$ cat src/rtl/spi_auto_pkg.sv
package spi_auto_pkg;
  typedef enum logic [2:0] {
    RA_CTRL = 3'd0,
    RA_STAT = 3'd1,
    RA_DIV  = 3'd2,
    RA_LAST = 3'd3,
    RA_GAP  = 3'd4,
    RA_DATA = 3'd5,
    RA_CMD  = 3'd6,
    RA_ACNT = 3'd7
  } reg_addr_e;

  typedef enum logic [1:0] {CS_IDLE, CS_SHIFT, CS_GAP} core_st_e;
  typedef enum logic [1:0] {SQ_IDLE, SQ_FETCH, SQ_LOAD, SQ_RUN} seq_st_e;
endpackage

$ cat src/rtl/spi_buf_ram.sv
module spi_buf_ram #(
  parameter int DEPTH = 32,
  parameter int DW    = 8,
  localparam int AW   = $clog2(DEPTH)
) (
  input  logic          clk,
  input  logic          a_we,
  input  logic [AW-1:0] a_addr,
  input  logic [DW-1:0] a_wdata,
  output logic [DW-1:0] a_rdata,
  input  logic          b_we,
  input  logic [AW-1:0] b_addr,
  input  logic [DW-1:0] b_wdata,
  output logic [DW-1:0] b_rdata
);
  logic [DW-1:0] mem [DEPTH];

  // host port is ordered last so it wins a same-slot collision
  always_ff @(posedge clk) begin
    if (b_we) mem[b_addr] <= b_wdata;
    if (a_we) mem[a_addr] <= a_wdata;
    a_rdata <= mem[a_addr];
    b_rdata <= mem[b_addr];
  end
endmodule

$ cat src/rtl/spi_shift_core.sv
module spi_shift_core import spi_auto_pkg::*; #(
  parameter int DIV_W = 8,
  parameter int GAP_W = 8
) (
  input  logic             clk,
  input  logic             rst,
  input  logic             start,
  input  logic             tx_en,
  input  logic [7:0]       tx_data,
  input  logic [DIV_W-1:0] div,
  input  logic [GAP_W-1:0] gap,
  input  logic             miso,
  output logic             sck,
  output logic             mosi,
  output logic             busy,
  output logic             done,
  output logic [7:0]       rx_data
);
  localparam logic [GAP_W:0] GONE = {{GAP_W{1'b0}}, 1'b1};

  core_st_e         st;
  logic [DIV_W-1:0] hcnt;
  logic             ph;
  logic [2:0]       bitn;
  logic [7:0]       tx_sh;
  logic             txe;
  logic [GAP_W:0]   gcnt;
  logic             tick;

  assign tick    = (hcnt == '0);
  assign busy    = (st != CS_IDLE);
  assign mosi    = txe & tx_sh[7];
  assign done    = tick && ((st == CS_SHIFT && ph && bitn == 3'd7 && gcnt == '0) ||
                            (st == CS_GAP && gcnt == GONE));

  always_ff @(posedge clk) begin
    if (rst) begin
      st <= CS_IDLE; hcnt <= '0; ph <= 1'b0; bitn <= '0; tx_sh <= '0;
      txe <= 1'b0; gcnt <= '0; sck <= 1'b0; rx_data <= '0;
    end else begin
      case (st)
        CS_IDLE: if (start) begin
          tx_sh <= tx_data; txe <= tx_en; gcnt <= {gap, 1'b0};
          hcnt <= div; ph <= 1'b0; bitn <= '0; st <= CS_SHIFT;
        end
        CS_SHIFT: if (tick) begin
          hcnt <= div;
          if (!ph) begin
            sck <= 1'b1; ph <= 1'b1;
            rx_data <= {rx_data[6:0], miso};
          end else begin
            sck <= 1'b0; ph <= 1'b0;
            if (bitn == 3'd7) st <= (gcnt == '0) ? CS_IDLE : CS_GAP;
            else begin
              tx_sh <= {tx_sh[6:0], 1'b0};
              bitn  <= bitn + 3'd1;
            end
          end
        end else hcnt <= hcnt - 1'b1;
        default: if (tick) begin
          hcnt <= div; gcnt <= gcnt - 1'b1;
          if (gcnt == GONE) st <= CS_IDLE;
        end else hcnt <= hcnt - 1'b1;
      endcase
    end
  end

  a_r2_idle_clock_low: assert property (@(posedge clk) disable iff (rst)
    (st != CS_SHIFT) |-> !sck);
  a_r8_start_only_idle: assert property (@(posedge clk) disable iff (rst)
    start |-> (st == CS_IDLE));
endmodule

$ cat src/rtl/spi_auto_seq.sv
module spi_auto_seq import spi_auto_pkg::*; #(
  parameter int AW    = 5,
  parameter int GAP_W = 8
) (
  input  logic             clk,
  input  logic             rst,
  input  logic             go,
  input  logic             stop_req,
  input  logic [AW-1:0]    last,
  input  logic [GAP_W-1:0] gap,
  input  logic             core_done,
  input  logic [7:0]       core_rx,
  output logic             active,
  output logic             load,
  output logic [AW-1:0]    ram_addr,
  output logic             ram_we,
  output logic [7:0]       ram_wdata,
  output logic [GAP_W-1:0] core_gap,
  output logic             ended,
  output logic [AW-1:0]    last_idx,
  output logic             by_stop
);
  seq_st_e       st;
  logic [AW-1:0] idx;

  assign active    = (st != SQ_IDLE);
  assign load      = (st == SQ_LOAD);
  assign ram_addr  = idx;
  assign ram_we    = (st == SQ_RUN) && core_done;
  assign ram_wdata = core_rx;
  assign core_gap  = (idx == last) ? '0 : gap;
  assign ended     = ram_we && (stop_req || idx == last);
  assign last_idx  = idx;
  assign by_stop   = stop_req;

  always_ff @(posedge clk) begin
    if (rst) begin
      st <= SQ_IDLE; idx <= '0;
    end else begin
      case (st)
        SQ_IDLE:  if (go) begin idx <= '0; st <= SQ_FETCH; end
        SQ_FETCH: st <= SQ_LOAD;
        SQ_LOAD:  st <= SQ_RUN;
        default:  if (ended) st <= SQ_IDLE;
                  else if (core_done) begin idx <= idx + 1'b1; st <= SQ_FETCH; end
      endcase
    end
  end

  a_r5_writeback_in_range: assert property (@(posedge clk) disable iff (rst)
    ram_we |-> (idx <= last));
  a_r11_run_starts_at_zero: assert property (@(posedge clk) disable iff (rst)
    (st == SQ_IDLE && go) |=> (idx == '0));
endmodule

$ cat src/rtl/spi_auto_master.sv
module spi_auto_master import spi_auto_pkg::*; #(
  parameter int DEPTH = 32,
  parameter int DIV_W = 8,
  parameter int GAP_W = 8,
  localparam int AW   = $clog2(DEPTH)
) (
  input  logic          clk,
  input  logic          rst,
  input  logic          reg_we,
  input  logic [2:0]    reg_addr,
  input  logic [7:0]    reg_wdata,
  output logic [7:0]    reg_rdata,
  input  logic          buf_we,
  input  logic [AW-1:0] buf_addr,
  input  logic [7:0]    buf_wdata,
  output logic [7:0]    buf_rdata,
  output logic          sck,
  output logic          mosi,
  input  logic          miso,
  output logic          irq
);
  reg_addr_e        wsel;
  logic             ctrl_en, tx_en_q, stopped_q, cmd_start, cmd_stop, en_rd;
  logic [DIV_W-1:0] div_q;
  logic [AW-1:0]    last_q, acnt_q;
  logic [GAP_W-1:0] gap_q;
  logic [7:0]       data_q, host_rd, seq_rd, core_rx, seq_wdata;
  logic             busy, wr_ok, shift_wr, seq_go;
  logic             core_busy, core_done, core_start;
  logic             seq_active, seq_load, seq_we, seq_end, seq_by_stop;
  logic [AW-1:0]    seq_addr, seq_last;
  logic [GAP_W-1:0] seq_gap;

  assign wsel       = reg_addr_e'(reg_addr);
  assign busy       = core_busy | seq_active;
  assign wr_ok      = reg_we && !busy;
  assign shift_wr   = wr_ok && wsel == RA_DATA && ctrl_en;
  assign seq_go     = cmd_start && ctrl_en && !busy && !shift_wr;
  assign core_start = shift_wr | seq_load;
  assign buf_rdata  = en_rd ? host_rd : '0;

  always_ff @(posedge clk) begin
    if (rst) begin
      ctrl_en <= 1'b0; tx_en_q <= 1'b0; div_q <= '0; last_q <= '0; gap_q <= '0;
      data_q <= '0; cmd_start <= 1'b0; cmd_stop <= 1'b0; stopped_q <= 1'b0;
      acnt_q <= '0; irq <= 1'b0; en_rd <= 1'b0;
    end else begin
      en_rd <= ctrl_en;
      irq   <= (core_done && !seq_active) || seq_end;
      if (wr_ok && wsel == RA_CTRL) begin
        ctrl_en <= reg_wdata[0]; tx_en_q <= reg_wdata[1];
      end
      if (wr_ok && wsel == RA_DIV)  div_q  <= reg_wdata[DIV_W-1:0];
      if (wr_ok && wsel == RA_LAST) last_q <= reg_wdata[AW-1:0];
      if (wr_ok && wsel == RA_GAP)  gap_q  <= reg_wdata[GAP_W-1:0];
      if (shift_wr) data_q <= reg_wdata;
      if (core_done && !seq_active) data_q <= core_rx;
      if (reg_we && wsel == RA_CMD && ctrl_en) begin
        if (reg_wdata[0]) cmd_start <= 1'b1;
        if (reg_wdata[1] && seq_active) cmd_stop <= 1'b1;
      end
      if (seq_end) begin
        cmd_start <= 1'b0; cmd_stop <= 1'b0;
        acnt_q <= seq_last; stopped_q <= seq_by_stop;
      end
      if (!ctrl_en) begin
        last_q <= '0; gap_q <= '0; acnt_q <= '0; stopped_q <= 1'b0;
        cmd_start <= 1'b0; cmd_stop <= 1'b0;
      end
    end
  end

  always_ff @(posedge clk) begin
    if (rst) reg_rdata <= '0;
    else begin
      case (wsel)
        RA_CTRL: reg_rdata <= {6'd0, tx_en_q, ctrl_en};
        RA_STAT: reg_rdata <= {6'd0, stopped_q, busy};
        RA_DIV:  reg_rdata <= 8'(div_q);
        RA_LAST: reg_rdata <= 8'(last_q);
        RA_GAP:  reg_rdata <= 8'(gap_q);
        RA_DATA: reg_rdata <= data_q;
        RA_CMD:  reg_rdata <= {6'd0, cmd_stop, cmd_start};
        default: reg_rdata <= 8'(acnt_q);
      endcase
    end
  end

  spi_buf_ram #(.DEPTH(DEPTH), .DW(8)) u_ram (
    .clk(clk),
    .a_we(buf_we && ctrl_en), .a_addr(buf_addr), .a_wdata(buf_wdata), .a_rdata(host_rd),
    .b_we(seq_we), .b_addr(seq_addr), .b_wdata(seq_wdata), .b_rdata(seq_rd)
  );

  spi_auto_seq #(.AW(AW), .GAP_W(GAP_W)) u_seq (
    .clk(clk), .rst(rst), .go(seq_go), .stop_req(cmd_stop), .last(last_q), .gap(gap_q),
    .core_done(core_done), .core_rx(core_rx), .active(seq_active), .load(seq_load),
    .ram_addr(seq_addr), .ram_we(seq_we), .ram_wdata(seq_wdata), .core_gap(seq_gap),
    .ended(seq_end), .last_idx(seq_last), .by_stop(seq_by_stop)
  );

  spi_shift_core #(.DIV_W(DIV_W), .GAP_W(GAP_W)) u_core (
    .clk(clk), .rst(rst), .start(core_start), .tx_en(tx_en_q),
    .tx_data(seq_load ? seq_rd : reg_wdata), .div(div_q),
    .gap(seq_load ? seq_gap : '0), .miso(miso), .sck(sck), .mosi(mosi),
    .busy(core_busy), .done(core_done), .rx_data(core_rx)
  );

  a_r4_config_frozen: assert property (@(posedge clk) disable iff (rst)
    busy |=> ($stable(div_q) && $stable(last_q) && $stable(gap_q) &&
              $stable(ctrl_en) && $stable(tx_en_q)));
  a_r9_cmd_self_clear: assert property (@(posedge clk) disable iff (rst)
    seq_end |=> (!cmd_start && !cmd_stop));
  a_r12_disable_clears: assert property (@(posedge clk) disable iff (rst)
    !ctrl_en |=> (last_q == '0 && gap_q == '0 && acnt_q == '0 && !stopped_q));
  a_r8_one_launch: assert property (@(posedge clk) disable iff (rst)
    !(shift_wr && seq_load));
endmodule

$ cat config.mk
export PLATFORM = sky130hd
export DESIGN_NAME = spi_auto_master
export DESIGN_NICKNAME = d
export VERILOG_FILES = /design/src/rtl/spi_auto_pkg.sv /design/src/rtl/spi_buf_ram.sv /design/src/rtl/spi_shift_core.sv /design/src/rtl/spi_auto_seq.sv /design/src/rtl/spi_auto_master.sv
export SDC_FILE = /design/constraint.sdc
export NUM_CORES = 1
export LEC_CHECK = 0
export BUFFER_PORTS_ARGS = -buffer_cell sky130_fd_sc_hd__buf_2
export CAP_MARGIN = 30
export CELL_PAD_IN_SITES_DETAIL_PLACEMENT = 0
export CELL_PAD_IN_SITES_GLOBAL_PLACEMENT = 2
export CORE_MARGIN = 2
export CORE_UTILIZATION = 41
export DETAILED_ROUTE_END_ITERATION = 7
export GPL_TIMING_DRIVEN = 0
export PLACE_DENSITY = 0.87
export SLEW_MARGIN = 20
export SYNTH_ARGS = -nofsm -noshare
export SYNTH_HDL_FRONTEND = slang
export SYNTH_SLANG_ARGS = --single-unit
$ cat constraint.sdc
create_clock -name clk -period 2.9 [get_ports clk]
set_input_delay 0.145 -clock clk [delete_from_list [all_inputs] [get_ports clk]]
set_output_delay 0.145 -clock clk [all_outputs]
set_load 0.05 [all_outputs]
* Yosys cells after proc, flatten, opt, wreduce, memory -nomap -nowiden
Memory sizes are Yosys's and may differ from the RTL's. A register that Yosys moved wholly into a read port is not among the register bits.
Index checks and enable logic that the tools add are counted.
** Word-level totals
- Bits in writable memories :: 256
- Word-level logic and storage cells :: 159
- Input port bits :: 29
- Output and inout port bits :: 19
- Flip-flop bits (word level) :: 97
- Memories :: 1
** Cells by class
- Muxes and demuxes :: 47
- Reduce and logical (&&, ||, !) cells :: 55
- Add/sub/neg operators :: 4
- Equal/unequal tests :: 21
- Bitwise logic cells :: 7
** Memory list
- u_ram.mem :: words 32, width 8, read ports 2, clocked after Yosys merged registers in 2, write ports 2, RTL line spi_buf_ram.sv:16 : logic [DW-1:0] mem [DEPTH];
** Operator list (count)
- 2-to-1 mux 8 bit :: 13
- case mux 8 bit (7 select lines) :: 1
- logical AND 1 bit :: 22
- 2-to-1 mux 2 bit :: 10
- 2-to-1 mux 9 bit :: 2
- case mux 9 bit (2 select lines) :: 1
- case mux 8 bit (2 select lines) :: 1
- 2-to-1 mux 5 bit :: 3
- equality test 3 bit, second input constant :: 4
- 2-to-1 mux 3 bit :: 4
- nonzero test 2 bit :: 6
- case mux 5 bit (2 select lines) :: 1
- AND reduction 2 bit :: 5
- equality test 9 x 1 -> 1 bit, second input constant :: 1
- logical NOT 9 bit :: 1
- AND reduction 3 bit :: 3
- subtractor 9 x 1 -> 9 bit, second input constant :: 1
- logical NOT 8 bit :: 1
- inequality test 2 bit, second input constant :: 4
- subtractor 8 x 1 -> 8 bit, second input constant :: 1
- 2-to-1 mux 1 bit :: 7
- equality test 2 bit, second input constant :: 3
- equality test 3 x 2 -> 1 bit, second input constant :: 2
- inequality test 2 x 1 -> 1 bit, second input constant :: 3
- 23 further kinds :: 34

* Longest topological paths before layout
- Word-level depth :: 10
- Depth in mapped cells :: 8
- Gate-level depth less buffers :: 7

* Cells and area by module
Synthesis repeated with hierarchy kept, for this count alone.
** Unflattened totals
- Cells, all modules :: 1870
- Area, all modules :: 21511.9 um2
** By module, submodules not included
- spi_buf_ram :: times used 1, cells each 1209, area each 15981.6 um2, sequential area each 8007.7 um2
- spi_auto_master :: times used 1, cells each 290, area each 2497.4 um2, sequential area each 980.9 um2
- spi_shift_core :: times used 1, cells each 283, area each 2339.7 um2, sequential area each 820.8 um2
- spi_auto_seq :: times used 1, cells each 88, area each 693.2 um2, sequential area each 140.1 um2

* Worst setup path after synthesis
Ideal clock, no wire load.
- Path type :: register to register
- From :: register u_core.hcnt[0]
- To :: memory u_ram.mem[20][0] (enable)
- Buffers on the path :: 1
- Cell stages (with the launch flop) :: 9
- Setup time :: 0.384 ns
- Clock period less this slack :: 2.756 ns
- Data required time :: 2.516 ns
- Arrival :: 2.372 ns
- Slack :: 0.144 ns
- Cells stage by stage :: dfxtp_1 inv_1 ha_1 or4b_4 nor2_1 and4_1 buf_2 nand2_1 o21ai_0
** RTL lines
- start, declared :: RTL line spi_shift_core.sv:22 : logic [DIV_W-1:0] hcnt;
- start signal, assigned :: RTL line spi_shift_core.sv:47 : hcnt <= div;
- start signal, assigned :: RTL line spi_shift_core.sv:59 : end else hcnt <= hcnt - 1'b1;
- start signal, assigned :: RTL line spi_shift_core.sv:61 : hcnt <= div; gcnt <= gcnt - 1'b1;
- end, declared :: RTL line spi_buf_ram.sv:16

==> flow_metrics.env <==
export IMPL_largest_register="u_ram.mem"
export IMPL_initial_core_util_pct=41.6
export IMPL_cp_num_buf_inv=2
export IMPL_clock_latency_ns=0.59
export IMPL_synth_seq_cells=369
export IMPL_ir_worst_vdd_mv=0.408
export IMPL_nets=1738
export IMPL_fmax_mhz=330
export IMPL_finalMaxSlewViolations=0
export IMPL_seq_power_share_pct=44.7
export IMPL_cp_cell_sequence="buf_2 -> nand2_1 -> nor2_1 -> nand2_1 -> clkbuf_2 -> nor2_2 -> mux2_2"
export IMPL_vias=15943
export IMPL_failed_checks="setup timing"
export IMPL_remaining_drc_errors=0
export IMPL_hold_ws_ns=0.0298
export IMPL_die_area_um2=51500
export IMPL_combPwrFrac_pct=5.0
export IMPL_arrival_ns=3.35
export IMPL_async_reset_ff_share_pct=0
export IMPL_place_ws_ns=-0.891
export IMPL_htree_num_levels=2
export IMPL_power_density_nw_per_um2=516
export IMPL_synth_edf_count=256
export IMPL_cts_made_buffers=43
export IMPL_cts_root_buf="clkbuf_16"
export IMPL_overflow=0
export IMPL_cpPeakStageDelay_ns=0.60
export IMPL_clock_skew_final_ns=0.0269
export IMPL_critPathLaunchType="flip-flop"
export IMPL_wl_met2_mm=34.1
export IMPL_nFillCells=4258
export IMPL_routed_top_layer="met4"
export IMPL_hpwl_mm=56.7
export IMPL_period_share_pct=104
export IMPL_first_pass_iters=5
export IMPL_crit_family="simple AND/OR/NAND/NOR gates"
export IMPL_setup_ws_ns=-0.130
export IMPL_largest_reg_flops=256
export IMPL_port_buffers=43
export IMPL_cts_tree="yes"
export IMPL_leakage_nw=8.29
export IMPL_die_h_um=227
export IMPL_worst_setup_path_end_kind="flip-flop"
export IMPL_multiInputGateArea_um2=10300
export IMPL_syn_avg_cell_area_um2=13.1
export IMPL_synth_seq_area_share_pct=48.8
export IMPL_ant_nets=0
export IMPL_antenna_found_initial=2
export IMPL_io_pins=48
export IMPL_tightestPinTransition_ns=1.14
export IMPL_net_switching_power_mw=2.84
export IMPL_maxSlewHeadroom_pct=23.9
export IMPL_crit_path_max_fanout=10
export IMPL_seqCellArea_um2=9950
export IMPL_crit_required_ns=3.22
export IMPL_critical_path_class="flip-flop to flip-flop"
export IMPL_grt_pass1_vias=15281
export IMPL_met1_length_mm=30.4
export IMPL_intPower_mw=9.66
export IMPL_grt_total_usage_pct=31.1
export IMPL_setup_violations=22
export IMPL_clk_path_buf_depth=3
export IMPL_drt_vias_per_instance=6.66
export IMPL_area_growth_pct=19.0
export IMPL_synthesis_nets=1593
export IMPL_utilization_pct=49.5
export IMPL_grt_pass1_wl_mm=112
export IMPL_syn_instance_count=1550
export IMPL_clkPwrFrac_pct=50.3
export IMPL_drt_iter0_drc=2287
export IMPL_synth_ff_type="edfxtp_1"
export IMPL_cts_sinks=369
export IMPL_synthDistinctLibCells=69
export IMPL_syn_area_um2=20400
export IMPL_ys_warn_count=0
export IMPL_drv_cap=0
export IMPL_worstHoldPathType="input port to flip-flop"
export IMPL_avgRoutedWirePerCell_um=33.2
export IMPL_status="finished, violations left"
export IMPL_top_regs="u_ram.mem (256), u_core.gcnt (9)"
export IMPL_path_clk_slew_ns=0.06
export IMPL_antenna_cells=0
export IMPL_slowest_stage="clkbuf_2"
export IMPL_die_w_um=227
export IMPL_met3_length_mm=10.8
export IMPL_core_area_um2=49000
export IMPL_rsz0062_at_grt="true"
export IMPL_hold_viol=0
export IMPL_routed_wl_mm=79.6
export IMPL_swShare_pct=22.7
export IMPL_crit_top_cell="nand2_1"
export IMPL_grt_max_degree=15
export IMPL_drive_gt1_share_pct=37.5
export IMPL_min_period_ns=3.03
export IMPL_place_gp_congestion=1.06
export IMPL_rows=81
==> cell usage after synthesis (3+ instances only) <==
master / instances / area share (%)
a31oi_1: 7 / 0.21
o211ai_1: 5 / 0.18
nor3b_1: 4 / 0.15
mux2i_1: 53 / 2.6
a21o_1: 3 / 0.11
nor3_1: 17 / 0.42
a211oi_2: 9 / 0.55
nand2b_1: 3 / 0.092
o31ai_1: 5 / 0.18
o22ai_1: 27 / 0.83
a211oi_1: 4 / 0.15
buf_2: 14 / 0.34
clkbuf_1: 99 / 1.8
buf_1: 19 / 0.35
and2_1: 14 / 0.43
mux2_2: 257 / 14
mux4_2: 128 / 14
ha_1: 14 / 0.86
nand3b_1: 4 / 0.15
o221a_2: 4 / 0.22
a22oi_1: 66 / 2.4
nand3_1: 28 / 0.69
nor2b_1: 4 / 0.12
or3_1: 9 / 0.28
or2_2: 4 / 0.12
o21a_1: 3 / 0.11
edfxtp_1: 256 / 38
nor2_1: 114 / 2.1
nand2_1: 60 / 1.1
nand4_1: 24 / 0.74
a221oi_1: 4 / 0.17
inv_1: 18 / 0.33
xnor2_1: 4 / 0.17
o21ai_0: 50 / 1.2
and3_1: 5 / 0.15
xor2_1: 3 / 0.13
nor3_2: 4 / 0.20
a32o_1: 5 / 0.25
a21oi_1: 51 / 1.3
dfxtp_1: 113 / 11
==> per-stage QoR <==
stage	std cells	instance area (um2)	power [mW]	TNS, ns
floorplan	1550	20400	5.99	0
global placement	2257	21400	6.26	-209.37
detailed placement	2268	21500	6.27	-182.70
CTS	2386	24100	12.5	-0.107
global route	2394	24200	12.7	-2.27
finish	2394	24200	12.5	-1.96
==> cell type report <==
cell class,instances,share of cell area [%]
sequential,369,41.0
timing repair buffer,100,3.59
buffer,134,2.32
multi-input combinational,1029,42.6
clock inverter,28,1.83
clock buffer,52,4.88
inverter,18,0.279
tap,664,3.43
==> repair_timing <==
action,in CTS,in global routing
hold buffers,11,0
pin swaps,21,3
hold endpoints to repair,32,0
setup endpoints to repair,307,208
resized for setup,89,14
setup buffers,27,3
==> power by group through the flow <==
stage                     logic, mW  clock network [mW]  registers, mW
final                         0.622                6.29           5.59
after global routing          0.628                6.51           5.59
after CTS                     0.588                6.30           5.59
after detailed placement      0.565                   0           5.70
after global placement        0.561                   0           5.70
after floorplan               0.287                   0           5.71
==> final timing paths <==
path / from / endpoint / slack, ns / cells past startpoint
worst max-delay path: ctrl_en / u_ram.mem[5][2] / -0.13 / 7
worst min-delay path: buf_wdata[7] / u_ram.mem[31][7] / 0.03 / 2
worst max register to register: ctrl_en / u_ram.mem[5][2] / -0.13 / 7
worst min register to register: u_core.txe / u_core.txe / 0.47 / 2
==> metal layers <==
metal | up-vias | global-route usage [%]
li1 | 6441 | -
met1 | 8049 | 41.9
met2 | 1203 | 45.1
met3 | 250 | 10.6
met4 | 0 | 14.8
met5 | - | 0
==> kinds of logic after synthesis <==
group,count (synthesis),synth area share (%)
AOI/OAI and AO/OA,259,8.54
xor gates and xnor gates,7,0.301
adders and majority gates,14,0.860
buffers and inverters,152,2.94
DFF,369,48.8
muxes,438,31.0
and+or+nand+nor,311,7.58
==> layout by cell type (no fill, tap or decap), types with 5 or more instances in the layout <==
master           n
buf_2           59
edfxtp_1       256
clkbuf_16       45
o31ai_1          5
bufinv_16       11
o22ai_4         23
or3_1            9
buf_1           16
nand2_1         56
and3_1           5
inv_1           18
dlygate4sd3_1   11
ha_1            13
clkbuf_2         5
clkbuf_1        98
o211ai_1         5
and2_1          14
buf_4           22
nor3_1          17
mux2i_1         53
nor2_2           6
mux2_2         257
nor2_1         107
mux4_2         128
a22oi_1         66
nand4_1         24
nand3_1         28
a211oi_2         9
dfxtp_1        113
a21oi_1         51
buf_6            8
clkinv_2         7
o21ai_4          8
buf_12          14
a31oi_1          7
a32o_1           5
o21ai_0         42
Note: power is estimated with default switching activity, not from simulation.
